**src/rtl/edf_sched_pkg.sv**
```systemverilog
package edf_sched_pkg;
    typedef enum logic [0:0] {
        S_IDLE = 1'b0,
        S_BUSY = 1'b1
    } sched_state_e;

    typedef enum logic [1:0] {
        EV_NONE    = 2'd0,
        EV_FINISH  = 2'd1,
        EV_RELEASE = 2'd2,
        EV_REMOVE  = 2'd3
    } sched_event_e;
endpackage

```
**src/rtl/edf_event_pick.sv**
```systemverilog
module edf_event_pick
    import edf_sched_pkg::*;
(
    input  logic         fin_valid,
    input  logic         rel_valid,
    input  logic         rm_valid,
    output sched_event_e ev
);
    // finish outranks release, release outranks removal
    always_comb begin
        if (fin_valid)      ev = EV_FINISH;
        else if (rel_valid) ev = EV_RELEASE;
        else if (rm_valid)  ev = EV_REMOVE;
        else                ev = EV_NONE;
    end
endmodule

```
**src/rtl/edf_min_select.sv**
```systemverilog
module edf_min_select #(
    parameter int ID_W  = 4,
    parameter int DL_W  = 8,
    parameter int DEPTH = 8,
    localparam int IDX_W = (DEPTH > 1) ? $clog2(DEPTH) : 1
) (
    input  logic             vld [DEPTH],
    input  logic [ID_W-1:0]  ids [DEPTH],
    input  logic [DL_W-1:0]  dls [DEPTH],
    output logic             any,
    output logic [IDX_W-1:0] idx
);
    logic [DL_W-1:0] best_dl;
    logic [ID_W-1:0] best_id;

    // earliest deadline wins, lowest task number breaks a tie
    always_comb begin
        any     = 1'b0;
        idx     = '0;
        best_dl = '0;
        best_id = '0;
        for (int i = 0; i < DEPTH; i++) begin
            if (vld[i] && (!any || dls[i] < best_dl ||
                           (dls[i] == best_dl && ids[i] < best_id))) begin
                any     = 1'b1;
                idx     = IDX_W'(i);
                best_dl = dls[i];
                best_id = ids[i];
            end
        end
    end
endmodule

```
**src/rtl/edf_wait_list.sv**
```systemverilog
module edf_wait_list #(
    parameter int ID_W  = 4,
    parameter int DL_W  = 8,
    parameter int DEPTH = 8,
    localparam int IDX_W = (DEPTH > 1) ? $clog2(DEPTH) : 1,
    localparam int CNT_W = $clog2(DEPTH + 1)
) (
    input  logic             clk,
    input  logic             rst_n,
    input  logic             ins_en,
    input  logic [ID_W-1:0]  ins_id,
    input  logic [DL_W-1:0]  ins_dl,
    input  logic             ins_pre,
    input  logic             rm_en,
    input  logic [ID_W-1:0]  rm_id,
    input  logic             pop_en,
    output logic             full,
    output logic             empty,
    output logic [CNT_W-1:0] count,
    output logic [ID_W-1:0]  sel_id,
    output logic [DL_W-1:0]  sel_dl,
    output logic             sel_pre
);
    logic             vld  [DEPTH];
    logic [ID_W-1:0]  ids  [DEPTH];
    logic [DL_W-1:0]  dls  [DEPTH];
    logic             pres [DEPTH];
    logic [IDX_W-1:0] free_idx;
    logic [IDX_W-1:0] sel_idx;
    logic             sel_any;

    edf_min_select #(.ID_W(ID_W), .DL_W(DL_W), .DEPTH(DEPTH)) u_min (
        .vld (vld),
        .ids (ids),
        .dls (dls),
        .any (sel_any),
        .idx (sel_idx)
    );

    always_comb begin
        free_idx = '0;
        for (int i = DEPTH - 1; i >= 0; i--) begin
            if (!vld[i]) free_idx = IDX_W'(i);
        end
    end

    always_comb begin
        count = '0;
        for (int i = 0; i < DEPTH; i++) count = count + CNT_W'(vld[i]);
    end

    assign full    = (count == CNT_W'(DEPTH));
    assign empty   = !sel_any;
    assign sel_id  = ids[sel_idx];
    assign sel_dl  = dls[sel_idx];
    assign sel_pre = pres[sel_idx];

    always_ff @(posedge clk or negedge rst_n) begin
        if (!rst_n) begin
            for (int i = 0; i < DEPTH; i++) begin
                vld[i]  <= 1'b0;
                ids[i]  <= '0;
                dls[i]  <= '0;
                pres[i] <= 1'b0;
            end
        end else begin
            if (ins_en) begin
                vld[free_idx]  <= 1'b1;
                ids[free_idx]  <= ins_id;
                dls[free_idx]  <= ins_dl;
                pres[free_idx] <= ins_pre;
            end
            if (rm_en) begin
                for (int i = 0; i < DEPTH; i++) begin
                    if (vld[i] && ids[i] == rm_id) vld[i] <= 1'b0;
                end
            end
            if (pop_en) vld[sel_idx] <= 1'b0;
        end
    end

    // the controller never writes into a full list
    assert_no_insert_full_R7: assert property (@(posedge clk) disable iff (!rst_n)
        ins_en |-> !full);
    // occupancy never exceeds the capacity
    assert_count_bound_R7: assert property (@(posedge clk) disable iff (!rst_n)
        count <= CNT_W'(DEPTH));
    // a dispatch only happens from a non-empty list
    assert_pop_nonempty_R4: assert property (@(posedge clk) disable iff (!rst_n)
        pop_en |-> !empty);
endmodule

```
**src/rtl/edf_scheduler.sv**
```systemverilog
module edf_scheduler
    import edf_sched_pkg::*;
#(
    parameter int ID_W    = 4,
    parameter int DL_W    = 8,
    parameter int DEPTH   = 8,
    parameter int NUM_CTX = 2,
    localparam int CNT_W  = $clog2(DEPTH + 1),
    localparam int FREE_W = $clog2(NUM_CTX + 1),
    localparam int OCC_W  = $clog2(DEPTH + NUM_CTX + 2)
) (
    input  logic              clk,
    input  logic              rst_n,
    input  logic              rel_valid,
    input  logic [ID_W-1:0]   rel_id,
    input  logic [DL_W-1:0]   rel_deadline,
    input  logic              fin_valid,
    input  logic [ID_W-1:0]   fin_id,
    input  logic              rm_valid,
    input  logic [ID_W-1:0]   rm_id,
    output logic              cmd_run,
    output logic              cmd_resume,
    output logic [ID_W-1:0]   cmd_id,
    output logic              cmd_preempt,
    output logic [ID_W-1:0]   preempt_id,
    output logic [FREE_W-1:0] free_ctx,
    output logic              overflow
);
    localparam logic [OCC_W-1:0] CTX_L = OCC_W'(NUM_CTX);

    sched_state_e     state, state_nxt;
    sched_event_e     ev;
    logic [ID_W-1:0]  run_id, run_id_nxt;
    logic [DL_W-1:0]  run_dl, run_dl_nxt;
    logic             run_nxt, res_nxt, pre_nxt, ovf_nxt;
    logic [ID_W-1:0]  cmd_id_nxt, pre_id_nxt;

    logic             ins_en, ins_pre, rm_en, pop_en;
    logic [ID_W-1:0]  ins_id;
    logic [DL_W-1:0]  ins_dl;
    logic             wl_full, wl_empty, sel_pre;
    logic [CNT_W-1:0] wl_count;
    logic [ID_W-1:0]  sel_id;
    logic [DL_W-1:0]  sel_dl;
    logic [OCC_W-1:0] occ;

    edf_event_pick u_pick (
        .fin_valid (fin_valid),
        .rel_valid (rel_valid),
        .rm_valid  (rm_valid),
        .ev        (ev)
    );

    edf_wait_list #(.ID_W(ID_W), .DL_W(DL_W), .DEPTH(DEPTH)) u_list (
        .clk     (clk),
        .rst_n   (rst_n),
        .ins_en  (ins_en),
        .ins_id  (ins_id),
        .ins_dl  (ins_dl),
        .ins_pre (ins_pre),
        .rm_en   (rm_en),
        .rm_id   (rm_id),
        .pop_en  (pop_en),
        .full    (wl_full),
        .empty   (wl_empty),
        .count   (wl_count),
        .sel_id  (sel_id),
        .sel_dl  (sel_dl),
        .sel_pre (sel_pre)
    );

    // next-state and command decision
    always_comb begin
        state_nxt  = state;
        run_id_nxt = run_id;
        run_dl_nxt = run_dl;
        run_nxt    = 1'b0;
        res_nxt    = 1'b0;
        pre_nxt    = 1'b0;
        cmd_id_nxt = cmd_id;
        pre_id_nxt = preempt_id;
        ovf_nxt    = overflow;
        ins_en     = 1'b0;
        ins_id     = rel_id;
        ins_dl     = rel_deadline;
        ins_pre    = 1'b0;
        rm_en      = 1'b0;
        pop_en     = 1'b0;
        unique case (state)
            S_IDLE: begin
                if (ev == EV_RELEASE) begin           // dispatch-new
                    state_nxt  = S_BUSY;
                    run_nxt    = 1'b1;
                    cmd_id_nxt = rel_id;
                    run_id_nxt = rel_id;
                    run_dl_nxt = rel_deadline;
                end else if (ev == EV_REMOVE) begin
                    rm_en = 1'b1;
                end
            end
            S_BUSY: begin
                unique case (ev)
                    EV_FINISH: begin
                        if (fin_id == run_id) begin
                            if (wl_empty) begin       // drain
                                state_nxt = S_IDLE;
                            end else begin            // dispatch-next
                                pop_en     = 1'b1;
                                run_nxt    = !sel_pre;
                                res_nxt    = sel_pre;
                                cmd_id_nxt = sel_id;
                                run_id_nxt = sel_id;
                                run_dl_nxt = sel_dl;
                            end
                        end
                    end
                    EV_RELEASE: begin
                        if (wl_full) begin
                            ovf_nxt = 1'b1;
                        end else if (rel_deadline < run_dl) begin  // preempt-swap
                            ins_en     = 1'b1;
                            ins_id     = run_id;
                            ins_dl     = run_dl;
                            ins_pre    = 1'b1;
                            pre_nxt    = 1'b1;
                            pre_id_nxt = run_id;
                            run_nxt    = 1'b1;
                            cmd_id_nxt = rel_id;
                            run_id_nxt = rel_id;
                            run_dl_nxt = rel_deadline;
                        end else begin                // enqueue
                            ins_en = 1'b1;
                        end
                    end
                    EV_REMOVE: rm_en = 1'b1;          // withdraw
                    default: ;
                endcase
            end
            default: state_nxt = S_IDLE;
        endcase
    end

    // state register
    always_ff @(posedge clk or negedge rst_n) begin
        if (!rst_n) begin
            state  <= S_IDLE;
            run_id <= '0;
            run_dl <= '0;
        end else begin
            state  <= state_nxt;
            run_id <= run_id_nxt;
            run_dl <= run_dl_nxt;
        end
    end

    // output register
    always_ff @(posedge clk or negedge rst_n) begin
        if (!rst_n) begin
            cmd_run     <= 1'b0;
            cmd_resume  <= 1'b0;
            cmd_preempt <= 1'b0;
            cmd_id      <= '0;
            preempt_id  <= '0;
            overflow    <= 1'b0;
        end else begin
            cmd_run     <= run_nxt;
            cmd_resume  <= res_nxt;
            cmd_preempt <= pre_nxt;
            cmd_id      <= cmd_id_nxt;
            preempt_id  <= pre_id_nxt;
            overflow    <= ovf_nxt;
        end
    end

    assign occ      = OCC_W'(wl_count) + OCC_W'(state == S_BUSY);
    assign free_ctx = (occ >= CTX_L) ? '0 : FREE_W'(CTX_L - occ);

    // a preempt is always paired with a start of the newcomer
    assert_preempt_with_run_R2: assert property (@(posedge clk) disable iff (!rst_n)
        cmd_preempt |-> cmd_run);
    // start and resume are never issued together
    assert_run_resume_excl_R4: assert property (@(posedge clk) disable iff (!rst_n)
        $onehot0({cmd_run, cmd_resume}));
    // an idle node never has waiting tasks
    assert_idle_empty_R4: assert property (@(posedge clk) disable iff (!rst_n)
        (state == S_IDLE) |-> wl_empty);
    // overflow is sticky until reset
    assert_ovf_sticky_R7: assert property (@(posedge clk) disable iff (!rst_n)
        overflow |=> overflow);
    // free count never exceeds the node's contexts
    assert_free_bound_R6: assert property (@(posedge clk) disable iff (!rst_n)
        free_ctx <= FREE_W'(NUM_CTX));
endmodule

```
**config.mk**
```make
export PLATFORM = sky130hd
export DESIGN_NAME = edf_scheduler
export DESIGN_NICKNAME = d
export VERILOG_FILES = /design/src/rtl/edf_sched_pkg.sv /design/src/rtl/edf_event_pick.sv /design/src/rtl/edf_min_select.sv /design/src/rtl/edf_wait_list.sv /design/src/rtl/edf_scheduler.sv
export SDC_FILE = /design/constraint.sdc
export NUM_CORES = 1
export LEC_CHECK = 0
export BUFFER_PORTS_ARGS = -buffer_cell sky130_fd_sc_hd__buf_2
export CORE_ASPECT_RATIO = 0.5
export CORE_UTILIZATION = 33
export DETAILED_ROUTE_END_ITERATION = 12
export PLACE_DENSITY_LB_ADDON = 0.15
export SLEW_MARGIN = 25
export SYNTH_ARGS = -nofsm -noshare
export SYNTH_HDL_FRONTEND = slang
export SYNTH_SLANG_ARGS = --single-unit
```
**constraint.sdc**
```tcl
create_clock -name clk -period 32.7 [get_ports clk]
set_input_delay 3.27 -clock clk [delete_from_list [all_inputs] [get_ports clk]]
set_output_delay 3.27 -clock clk [all_outputs]
set_load 0.01 [all_outputs]
```
==> parameters.txt, run 1 <==
Parameter                              Value

Run status
  Result of the run ... finished clean

Synthesis
  Xor and xnor area share after synthesis ... 0.03294
  Adder-cell share of the synthesized area ... 0.1243
  Number of flops mapped to enable cells by yosys ... 0
  Fraction of the yosys area taken by sequential cells ... 0.3294
  Fraction of registers with async set or reset after synthesis ... 1.000
  Count of mapped cells out of synthesis ... 1179
  Cell type with the highest aggregate area in the netlist ... dfrtp_1
  Compound-cell area share of the yosys netlist ... 0.2301
  Commonest cells in the netlist ... 141 x nand2_1, 133 x dfrtp_1, 103 x a21oi_1
  Cell area after synthesis ... 10100 µm²
  Most used flip-flop cell after synthesis ... dfrtp_1
  Portion of netlist area occupied by mux cells ... 0.05932
  Synthesized area divided by synthesized cell count ... 8.569 µm²
  Yosys top cell area share ... 0.3294
  Syn Nets ... 1302
  Largest cells by area after synthesis ... dfrtp_1 33%, ha_1 12%, nand2_1 5.2%
  Cell with the most instances after synthesis ... nand2_1
  Number of synthesized register bits ... 133
  Library cells used by synthesis ... 85
  Dominant combinational cell family by area after synthesis ... compound AO/OA/AOI/OAI gates
  Count of warnings emitted by yosys ... 0
  Simple-gate portion of the synthesized area ... 0.1707

Clocking
  Clock buffers created by TritonCTS ... 17
  Number of instances resized during post-cts repair ... 0
  Number of hold-repair buffers added at the cts stage ... 0
  Insertion delay to the later sink of the worst-skew pair ... 0.46 ns
  Clk buf depth ... 2
  Number of H-tree levels ... 4
  Post-CTS setup repair buffer count ... 0
  Clock sink total ... 133
  CTS tree ... built
  Clock transition at the registers of the reported paths ... 0.07 ns
  Clock root buffer master ... clkbuf_16

Timing
  Period Utilization, post-route ... 0.5890
  Relative slew slack ... 0.2663
  Total Negative Setup Slacks ... 0 ns
  Max Clk Rate ... 51.92 MHz
  Measured slew at the worst slew-check pin ... 1.092 ns
  Setup repair after global routing missed its margin ... no
  Worst setup slack after layout ... 13.44 ns
  Final clock skew ... 0.01380 ns
  Final count of negative-setup-slack endpoints ... 0
  Minimum clock period ... 19.26 ns
  Max Slew Vio Count ... 0
  Hold Vio Cnt, Final ... 0

Detailed routing
  Metal-1 WL ... 20890 µm
  Avg Vias per Cell ... 5.644
  Top layer reached by signal wires ... met4
  Wire length on met2 ... 15560 µm
  Average wire per standard cell ... 24.53 µm
  Wirelength, routed ... 39360 µm
  Number of search-and-repair iterations in the first detailed-routing pass ... 6
  Initial drt markers ... 858
  Total number of vias ... 9059
  Metal3 WL ... 2345 µm
  Post-route ant nets ... 0
  Number of remaining DRC errors ... 0

Worst setup path
  Largest stage delay, worst path ... 0.89 ns
  Critical Path Sink Type ... flip-flop
  Type of origin of the critical path ... flip-flop
  Slowest stage cell on the critical path ... dfrtp_1
  WP data arrival ... 19.58 ns
  Critical path's most frequent cell ... ha_1
  Highest net fanout along the worst path ... 27
  Setup Crit Path Kind ... reg2reg
  Data required, critical path ... 33.02 ns

Floorplanning
  Placeable core area ... 29560 µm²
  Cell Rows ... 44
  Number of top-level pins ... 39
  Overall die area ... 31360 µm²
  Effective utilization at floorplan ... 0.3418
  Die height ... 125.7 µm
  Horizontal die dimension ... 249.5 µm

GRT
  Wire length of the first global-routing pass ... 58590 µm
  Largest net degree at the start of global routing ... 73
  Vias in the first global route ... 8734
  Number of antenna violations at the first check in global routing ... 3
  GRT Total Usage ... 0.2578
  Congestion Overflow GR ... 0

Min path
  Worst hold path class ... reg2reg

Final layout
  Number of inserted filler cells in the final layout ... 2970
  Net count of the finished layout ... 1323
  Area taken by flip-flops and latches ... 3328 µm²
  Share of post-route cells with drive strength above 1 ... 0.1286
  Multi-input gate area in the final layout ... 6291 µm²
  Syn-to-layout area delta ... 12.50%
  Final core utilization ... 0.3845

Placement
  Post-DP HPWL ... 31160 µm
  Routability congestion estimate ... 0.9222
  Worst setup timing slack at the placement stage ... 13.91 ns
  Port buffer count ... 38

Job
  Total of max-cap violations ... 0
final cells by class:
class | instances | share of cell area
Clock buffer | 17 | 0.03743
Multi-Input combinational cell | 909 | 0.5535
Inverter | 85 | 0.02807
Tap cell | 391 | 0.04304
Clock inverter | 15 | 0.01706
Antenna cell | 1 | 0.0002202
Timing Repair Buffer | 54 | 0.02785
Sequential cell | 133 | 0.2928
worst paths after layout:
kind | startpoint | end | slack (ns) | depth (start not counted)
setup / recovery | u_list.vld[7] | cmd_id[1] | 13.44 | 63
hold / removal | preempt_id[3] | preempt_id[3] | 0.48 | 2
setup reg to reg | u_list.vld[7] | cmd_id[1] | 13.44 | 63
hold reg to reg | preempt_id[3] | preempt_id[3] | 0.48 | 2
max in group asynchronous | rst_n | u_list.dls[30] | 28.54 | 2
min in group asynchronous | rst_n | cmd_preempt | 2.82 | 1
state kept, by name, summed over array words and instances, names as in the netlist:
signal and flops:
u_list.pres 8, cmd_resume 1, cmd_id 4, state 1, u_list.vld 8, cmd_run 1
cmd_preempt 1, u_list.dls 64, run_dl 8, preempt_id 4, overflow 1, u_list.ids 32
critical path, delay by kind of cell, from the launching register on:
kind,cells,cell delay [ns]
AOI/OAI and AO/OA,25,7.85
and+or+nand+nor,23,5.59
adders and majority gates,7,2.18
muxes,5,2.14
DFF,1,0.89
buffers and inverters,3,0.38
routing by layer:
layer / GRT usage / vias to the layer above
li1: - / 4242
met1: 0.3908 / 4564
met2: 0.3567 / 217
met3: 0.06387 / 36
met4: 0.06972 / 0
met5: 0 / -
layout by cell type, fill, tap and decap left out, types with 13 or more instances in the layout:
| master | instances |
|---|---|
| mux2i_1 | 23 |
| clkbuf_16 | 17 |
| o211ai_1 | 17 |
| buf_2 | 37 |
| nand2_1 | 140 |
| dfrtp_1 | 133 |
| o21ai_0 | 84 |
| nor2_1 | 93 |
| mux2_2 | 29 |
| buf_4 | 16 |
| a21o_1 | 16 |
| xor2_1 | 25 |
| a21oi_1 | 103 |
| ha_1 | 94 |
| nand3_1 | 33 |
| inv_1 | 83 |
| o21a_1 | 23 |
| xnor2_1 | 13 |
logic make-up (layout without fill, tap and decap cells):
logic type,count (synthesis),count (layout)
AO/OA/AOI/OAI,353,353
XOR/XNOR,38,38
adder cells (fa/ha/maj),98,98
buffers and inverters,137,171
flip-flops,133,133
multiplexers,56,56
other,0,1
AND/OR/NAND/NOR,364,364
per-stage QoR:
step                cells  hold slack (ns)  instance area (µm²)
global route         1604           0.5005                11360
CTS                  1604           0.4816                11360
floorplan            1179           0.4420                10100
finish               1605           0.4798                11370
global placement     1572           0.4541                10720
detailed placement   1572           0.4647                10740
Power of run 1 is not shown: default switching activity piles up to over one toggle a cycle in this logic, so the estimate is an artifact.
==> inputs of run 2 (changes only) <==
--- a/config.mk
+++ b/config.mk
@@ -5,6 +5,7 @@
 export SDC_FILE = /design/constraint.sdc
 export NUM_CORES = 1
 export LEC_CHECK = 0
+export ABC_AREA = 1
 export BUFFER_PORTS_ARGS = -buffer_cell sky130_fd_sc_hd__buf_2
 export CORE_ASPECT_RATIO = 0.5
 export CORE_UTILIZATION = 33
==> constraint.sdc (replaced) <==
create_clock -name clk -period 20.1 [get_ports clk]
set_input_delay 2.01 -clock clk [delete_from_list [all_inputs] [get_ports clk]]
set_output_delay 2.01 -clock clk [all_outputs]
set_load 0.01 [all_outputs]
==> parameters.txt, run 2 <==
Parameter                              Value

Floorplanning
  Horizontal die dimension ... 248.3 µm (-0.44%)
  Die height ... 125.2 µm (-0.44%)
  Overall die area ... 31090 µm² (-0.88%)
  Effective utilization at floorplan ... 0.3406 (-0.001144)
  Cell Rows ... 44 (unchanged)
  Number of top-level pins ... 39 (unchanged)
  Placeable core area ... 29400 µm² (-0.56%)

Detailed routing
  Total number of vias ... 9683 (+6.9%)
  Average wire per standard cell ... 18.51 µm (-25%)
  Initial drt markers ... 878 (+2.3%)
  Post-route ant nets ... 0 (unchanged)
  Number of search-and-repair iterations in the first detailed-routing pass ... 5 (-1)
  Number of remaining DRC errors ... 0 (unchanged)
  Wirelength, routed ... 34120 µm (-13%)
  Avg Vias per Cell ... 5.251 (-7.0%)

Clocking
  Clock buffers created by TritonCTS ... 17 (unchanged)
  Clk buf depth ... 2 (unchanged)
  Clock root buffer master ... clkbuf_16
  Clock transition at the registers of the reported paths ... 0.06 ns (about the same)
  Clock sink total ... 133 (unchanged)
  Number of instances resized during post-cts repair ... 0 (unchanged)
  CTS tree ... built
  Post-CTS setup repair buffer count ... 0 (unchanged)
  Number of H-tree levels ... 4 (unchanged)
  Number of hold-repair buffers added at the cts stage ... 0 (unchanged)
  Insertion delay to the later sink of the worst-skew pair ... 0.45 ns (about the same)

Timing
  Measured slew at the worst slew-check pin ... 1.125 ns (+0.03264 ns)
  Period Utilization, post-route ... 0.6573 (+0.06830)
  Minimum clock period ... 13.21 ns (-6.049 ns)
  Final clock skew ... 0.01085 ns (-0.002948 ns)
  Relative slew slack ... 0.2433 (-0.02307)
  Total Negative Setup Slacks ... 0 ns (unchanged)
  Setup repair after global routing missed its margin ... no
  Final count of negative-setup-slack endpoints ... 0 (unchanged)
  Hold Vio Cnt, Final ... 0 (unchanged)
  Max Clk Rate ... 75.69 MHz (+46%)
  Max Slew Vio Count ... 0 (unchanged)

Synthesis
  Fraction of registers with async set or reset after synthesis ... 1.000 (unchanged)
  Count of warnings emitted by yosys ... 0 (unchanged)
  Library cells used by synthesis ... 45 (-47%)
  Syn Nets ... 1548 (+19%)
  Fraction of the yosys area taken by sequential cells ... 0.3324 (+0.002964)
  Number of flops mapped to enable cells by yosys ... 0 (unchanged)
  Cell type with the highest aggregate area in the netlist ... dfrtp_1
  Most used flip-flop cell after synthesis ... dfrtp_1
  Commonest cells in the netlist ... 494 x nand2_1, 195 x o21ai_0, 163 x inv_1
  Yosys top cell area share ... 0.3324 (+0.002964)
  Number of synthesized register bits ... 133 (unchanged)
  Cell area after synthesis ... 10010 µm² (-0.89%)
  Count of mapped cells out of synthesis ... 1425 (+21%)
  Synthesized area divided by synthesized cell count ... 7.027 µm² (-18%)
  Largest cells by area after synthesis ... dfrtp_1 33%, nand2_1 19%, ha_1 12%
  Cell with the most instances after synthesis ... nand2_1

Final layout
  Net count of the finished layout ... 1563 (+18%)
  Most frequent standard cell in the layout excluding fill and tap cells ... nand2_1
  Syn-to-layout area delta ... 10.80%
  Highest-count cells in the layout ignoring fill and taps ... 494 x nand2_1, 191 x o21ai_0, 163 x inv_1
  Antenna diode count ... 0 (-1)
  Registers with the most flip-flops ... u_list.dls (64), u_list.ids (32)
  Register with the highest flop count ... u_list.dls
  Number of flip-flops in the largest register ... 64 (unchanged)
  Share of post-route cells with drive strength above 1 ... 0.07639 (-0.05221)

Min path
  Worst hold path class ... reg2reg
  Number of cells traversed by the worst hold path ... 2 (unchanged)

Worst setup path
  Highest net fanout along the worst path ... 63 (+130%)
  Critical Path Sink Type ... flip-flop
  Setup Crit Path Kind ... reg2reg
  Worst Reg-to-Reg Cells ... 70 (+11%)
  Critical path's most frequent cell ... nand2_1
  Data required, critical path ... 20.43 ns (-12.59 ns)
  WP data arrival ... 13.54 ns (-6.04 ns)
  Type of origin of the critical path ... flip-flop
  Slowest stage cell on the critical path ... dfrtp_1
  Largest stage delay, worst path ... 0.77 ns (-0.12 ns)

Placement
  Post-DP HPWL ... 26970 µm (-13%)
  Port buffer count ... 38 (unchanged)
  Routability congestion estimate ... 0.9152 (-0.76%)

GRT
  Number of antenna violations at the first check in global routing ... 0 (-3)
  Congestion Overflow GR ... 0 (unchanged)
  Vias in the first global route ... 9179 (+5.1%)
  Wire length of the first global-routing pass ... 53130 µm (-9.3%)
  GRT Total Usage ... 0.2293 (-0.02851)
  Largest net degree at the start of global routing ... 87 (+19%)

Job
  Total of max-cap violations ... 0 (unchanged)

Run status
  Result of the run ... finished clean
## run 2: cell types whose count changed after synthesis, moves of 17 or more
cell,previous run,this run
mux2_2,29,0
nand2_1,141,494
mux2i_1,25,0
o21ai_0,84,195
nor2_1,95,55
xor2_1,25,8
a21oi_1,103,45
o21a_1,23,0
inv_1,83,163
## run 2: worst max-delay path: cells and delay by family, from the launching register on
kind                     cells  cell delay [ns]
AO/OA/AOI/OAI               20             3.99
adder cells (fa/ha/maj)      7             2.36
buffers and inverters        4             0.81
flip-flops                   1             0.77
AND/OR/NAND/NOR             39             5.11
## run 2: layer usage
layer,global-route usage,part of all wire,vias up
met1,0.3453,0.50,4584
met4,0.07425,0.022,0
met2,0.3276,0.41,333
met3,0.03929,0.066,41
met5,0,0,-
li1,-,-,4725
## run 2: logic make-up (layout without fill, tap and decap cells)
group,Yosys count,in the layout,synth area share
AO/OA/AOI/OAI,321,321,0.1777
XOR/XNOR,13,13,0.01137
adder cells (fa/ha/maj),98,98,0.1255
buffers and inverters,217,245,0.08697
flip-flops,133,133,0.3324
AND/OR/NAND/NOR,643,643,0.2662
## run 2: area by class of cell
cell class | instances | area, µm²
clock buffers | 20 | 456.7
fillers | 3136 | 18300
multi-input cells | 1075 | 5828
flip-flops and latches | 133 | 3328
inverters | 166 | 623.1
clock inverters | 12 | 105.1
well taps | 391 | 489.2
repair buffers | 47 | 264.0
## run 2: per-stage QoR
stage	instances	area [µm²]	setup slack, ns	hold slack [ns]	utilization
after floorplan	1425	10010	9.537	0.4444	-
after global placement	1812	10530	7.325	0.4507	0.3581
after detailed placement	1812	10530	7.020	0.4641	0.3581
after CTS	1844	11090	6.964	0.4789	0.3772
after global routing	1844	11090	5.044	0.4978	0.3774
final	1844	11090	6.888	0.4744	0.3774
## run 2: path summary, 6_finish.rpt
check,from,endpoint,slack [ns]
min,preempt_id[1],preempt_id[1],0.47
max reg2reg,u_list.vld[7],run_dl[0],6.89
max in group asynchronous,rst_n,u_list.ids[11],17.28
min reg2reg,preempt_id[1],preempt_id[1],0.47
max,u_list.vld[7],run_dl[0],6.89
min in group asynchronous,rst_n,u_list.dls[59],1.63
Power of run 2 is left out for the same reason.
==> inputs of run 3 (changes only) <==
==> constraint.sdc (replaced) <==
create_clock -name clk -period 10.9 [get_ports clk]
set_input_delay 1.09 -clock clk [delete_from_list [all_inputs] [get_ports clk]]
set_output_delay 1.09 -clock clk [all_outputs]
set_load 0.01 [all_outputs]
==> parameters.txt, run 3 (synthesized netlist as in run 2, its figures left out) <==
Parameter                              Value

Run status
  Result of the run ... finished clean

Final layout
  Register with the highest flop count ... u_list.dls
  Net count of the finished layout ... 1754 (+12%)
  Registers with the most flip-flops ... u_list.dls (64), u_list.ids (32)
  Final core utilization ... 0.4757 (+0.09827)
  Share of post-route cells with drive strength above 1 ... 0.2810 (+0.2046)
  Syn-to-layout area delta ... 39.65%
  Number of flip-flops in the largest register ... 64 (unchanged)
  Antenna diode count ... 0 (unchanged)
  Highest-count cells in the layout ignoring fill and taps ... 444 x nand2_1, 162 x buf_4, 157 x inv_1
  Most frequent standard cell in the layout excluding fill and tap cells ... nand2_1

GRT
  Congestion Overflow GR ... 0 (unchanged)
  Largest net degree at the start of global routing ... 80 (-8.0%)
  Wire length of the first global-routing pass ... 59460 µm (+12%)
  GRT Total Usage ... 0.2584 (+0.02910)
  Vias in the first global route ... 9886 (+7.7%)
  Number of antenna violations at the first check in global routing ... 0 (unchanged)

Clocking
  Clk buf depth ... 2 (unchanged)
  CTS tree ... built
  Clock sink total ... 133 (unchanged)
  Clock root buffer master ... clkbuf_16
  Number of hold-repair buffers added at the cts stage ... 0 (unchanged)
  Insertion delay to the later sink of the worst-skew pair ... 0.45 ns (about the same)
  Clock transition at the registers of the reported paths ... 0.06 ns (about the same)
  Clock buffers created by TritonCTS ... 17 (unchanged)
  Number of H-tree levels ... 4 (unchanged)

Worst setup path
  WP data arrival ... 11.10 ns (-2.44 ns)
  Slowest stage cell on the critical path ... dfrtp_1
  Type of origin of the critical path ... flip-flop
  Setup Crit Path Kind ... reg2reg
  Highest net fanout along the worst path ... 7 (-89%)
  Data required, critical path ... 11.23 ns (-9.20 ns)
  Critical path's most frequent cell ... nand2_4
  Critical Path Sink Type ... flip-flop
  Largest stage delay, worst path ... 0.40 ns (-0.37 ns)

Floorplanning
  Cell Rows ... 44 (unchanged)
  Effective utilization at floorplan ... 0.3406 (unchanged)
  Overall die area ... 31090 µm² (unchanged)
  Number of top-level pins ... 39 (unchanged)
  Die height ... 125.2 µm (unchanged)
  Horizontal die dimension ... 248.3 µm (unchanged)
  Placeable core area ... 29400 µm² (unchanged)

Detailed routing
  Wirelength, routed ... 40960 µm (+20%)
  Total number of vias ... 10730 (+11%)
  Average wire per standard cell ... 20.13 µm (+8.8%)
  Number of search-and-repair iterations in the first detailed-routing pass ... 5 (unchanged)
  Avg Vias per Cell ... 5.273 (+0.41%)
  Number of remaining DRC errors ... 0 (unchanged)
  Initial drt markers ... 949 (+8.1%)
  Post-route ant nets ... 0 (unchanged)

Timing
  Setup repair after global routing missed its margin ... yes
  Max Slew Vio Count ... 0 (unchanged)
  Relative slew slack ... 0.3234 (+0.08017)
  Measured slew at the worst slew-check pin ... 1.004 ns (-0.1205 ns)
  Final count of negative-setup-slack endpoints ... 0 (unchanged)
  Final clock skew ... 0.01130 ns (+0.0004486 ns)
  Worst hold margin ... 0.4600 ns (-0.01438 ns)
  Period Utilization, post-route ... 0.9886 (+0.3313)
  Minimum clock period ... 10.78 ns (-2.436 ns)
  Max Clk Rate ... 92.80 MHz (+23%)
  Hold Vio Cnt, Final ... 0 (unchanged)

Placement
  Post-DP HPWL ... 30260 µm (+12%)
  Routability congestion estimate ... 0.8847 (-3.3%)
  Port buffer count ... 38 (unchanged)

Min path
  Worst hold path class ... reg2reg

Job
  Total of max-cap violations ... 0 (unchanged)
## run 3: critical path: cells and delay by family (launching register included)
family,cells,cell delay [ns]
flops,1,0.40
simple gates,39,4.44
buf+inv,7,0.93
fa+ha+maj,7,2.11
compound gates,18,2.70
## run 3: stage by stage
stage / TNS, ns / instance area [µm²] / instances / worst slack, ns
after floorplan: 0 / 10010 / 1425 / 0.3371
after global placement: -8.905 / 11580 / 1950 / -0.5439
after detailed placement: -12.57 / 11580 / 1950 / -0.7121
after CTS: 0 / 12270 / 1987 / 0.01594
after global routing: -6.108 / 13980 / 2035 / -0.4238
final: 0 / 13980 / 2035 / 0.1240
## run 3: path summary, 6_finish.rpt
| path | start | to | slack, ns | cells past startpoint |
|---|---|---|---|---|
| min in group asynchronous | rst_n | u_list.dls[51] | 0.67 | 1 |
| hold / removal | overflow | overflow | 0.46 | 1 |
| setup reg to reg | u_list.vld[7] | run_dl[3] | 0.12 | 71 |
| max in group asynchronous | rst_n | u_list.ids[31] | 8.81 | 2 |
| setup / recovery | u_list.vld[7] | run_dl[3] | 0.12 | 71 |
| hold reg to reg | overflow | overflow | 0.46 | 1 |
## run 3: layout make-up
| class | instances | area [µm²] |
|---|---|---|
| clock inverter | 14 | 151.4 |
| multi-input combinational | 1092 | 7262 |
| inverter | 166 | 626.9 |
| clock buffer | 18 | 429.2 |
| fill | 2899 | 15410 |
| timing repair buffer | 221 | 1695 |
| sequential | 133 | 3329 |
| tap | 391 | 489.2 |
## run 3: what timing repair did
item	in CTS	in global routing
endpoints found under the setup margin	21	22
cloned	1	16
resized for setup	24	301
setup buffers	4	32
pin swaps	4	90
## run 3: routing by layer
layer / vias to the layer above / part of all wire / wire length [µm] / GRT usage
met5: - / 0 / 0 / 0
met4: 0 / 0.015 / 610 / 0.06098
met3: 38 / 0.062 / 2530 / 0.05646
met2: 320 / 0.42 / 17130 / 0.3649
met1: 5220 / 0.51 / 20700 / 0.3936
li1: 5152 / - / - / -
Power of run 3 is left out for the same reason.
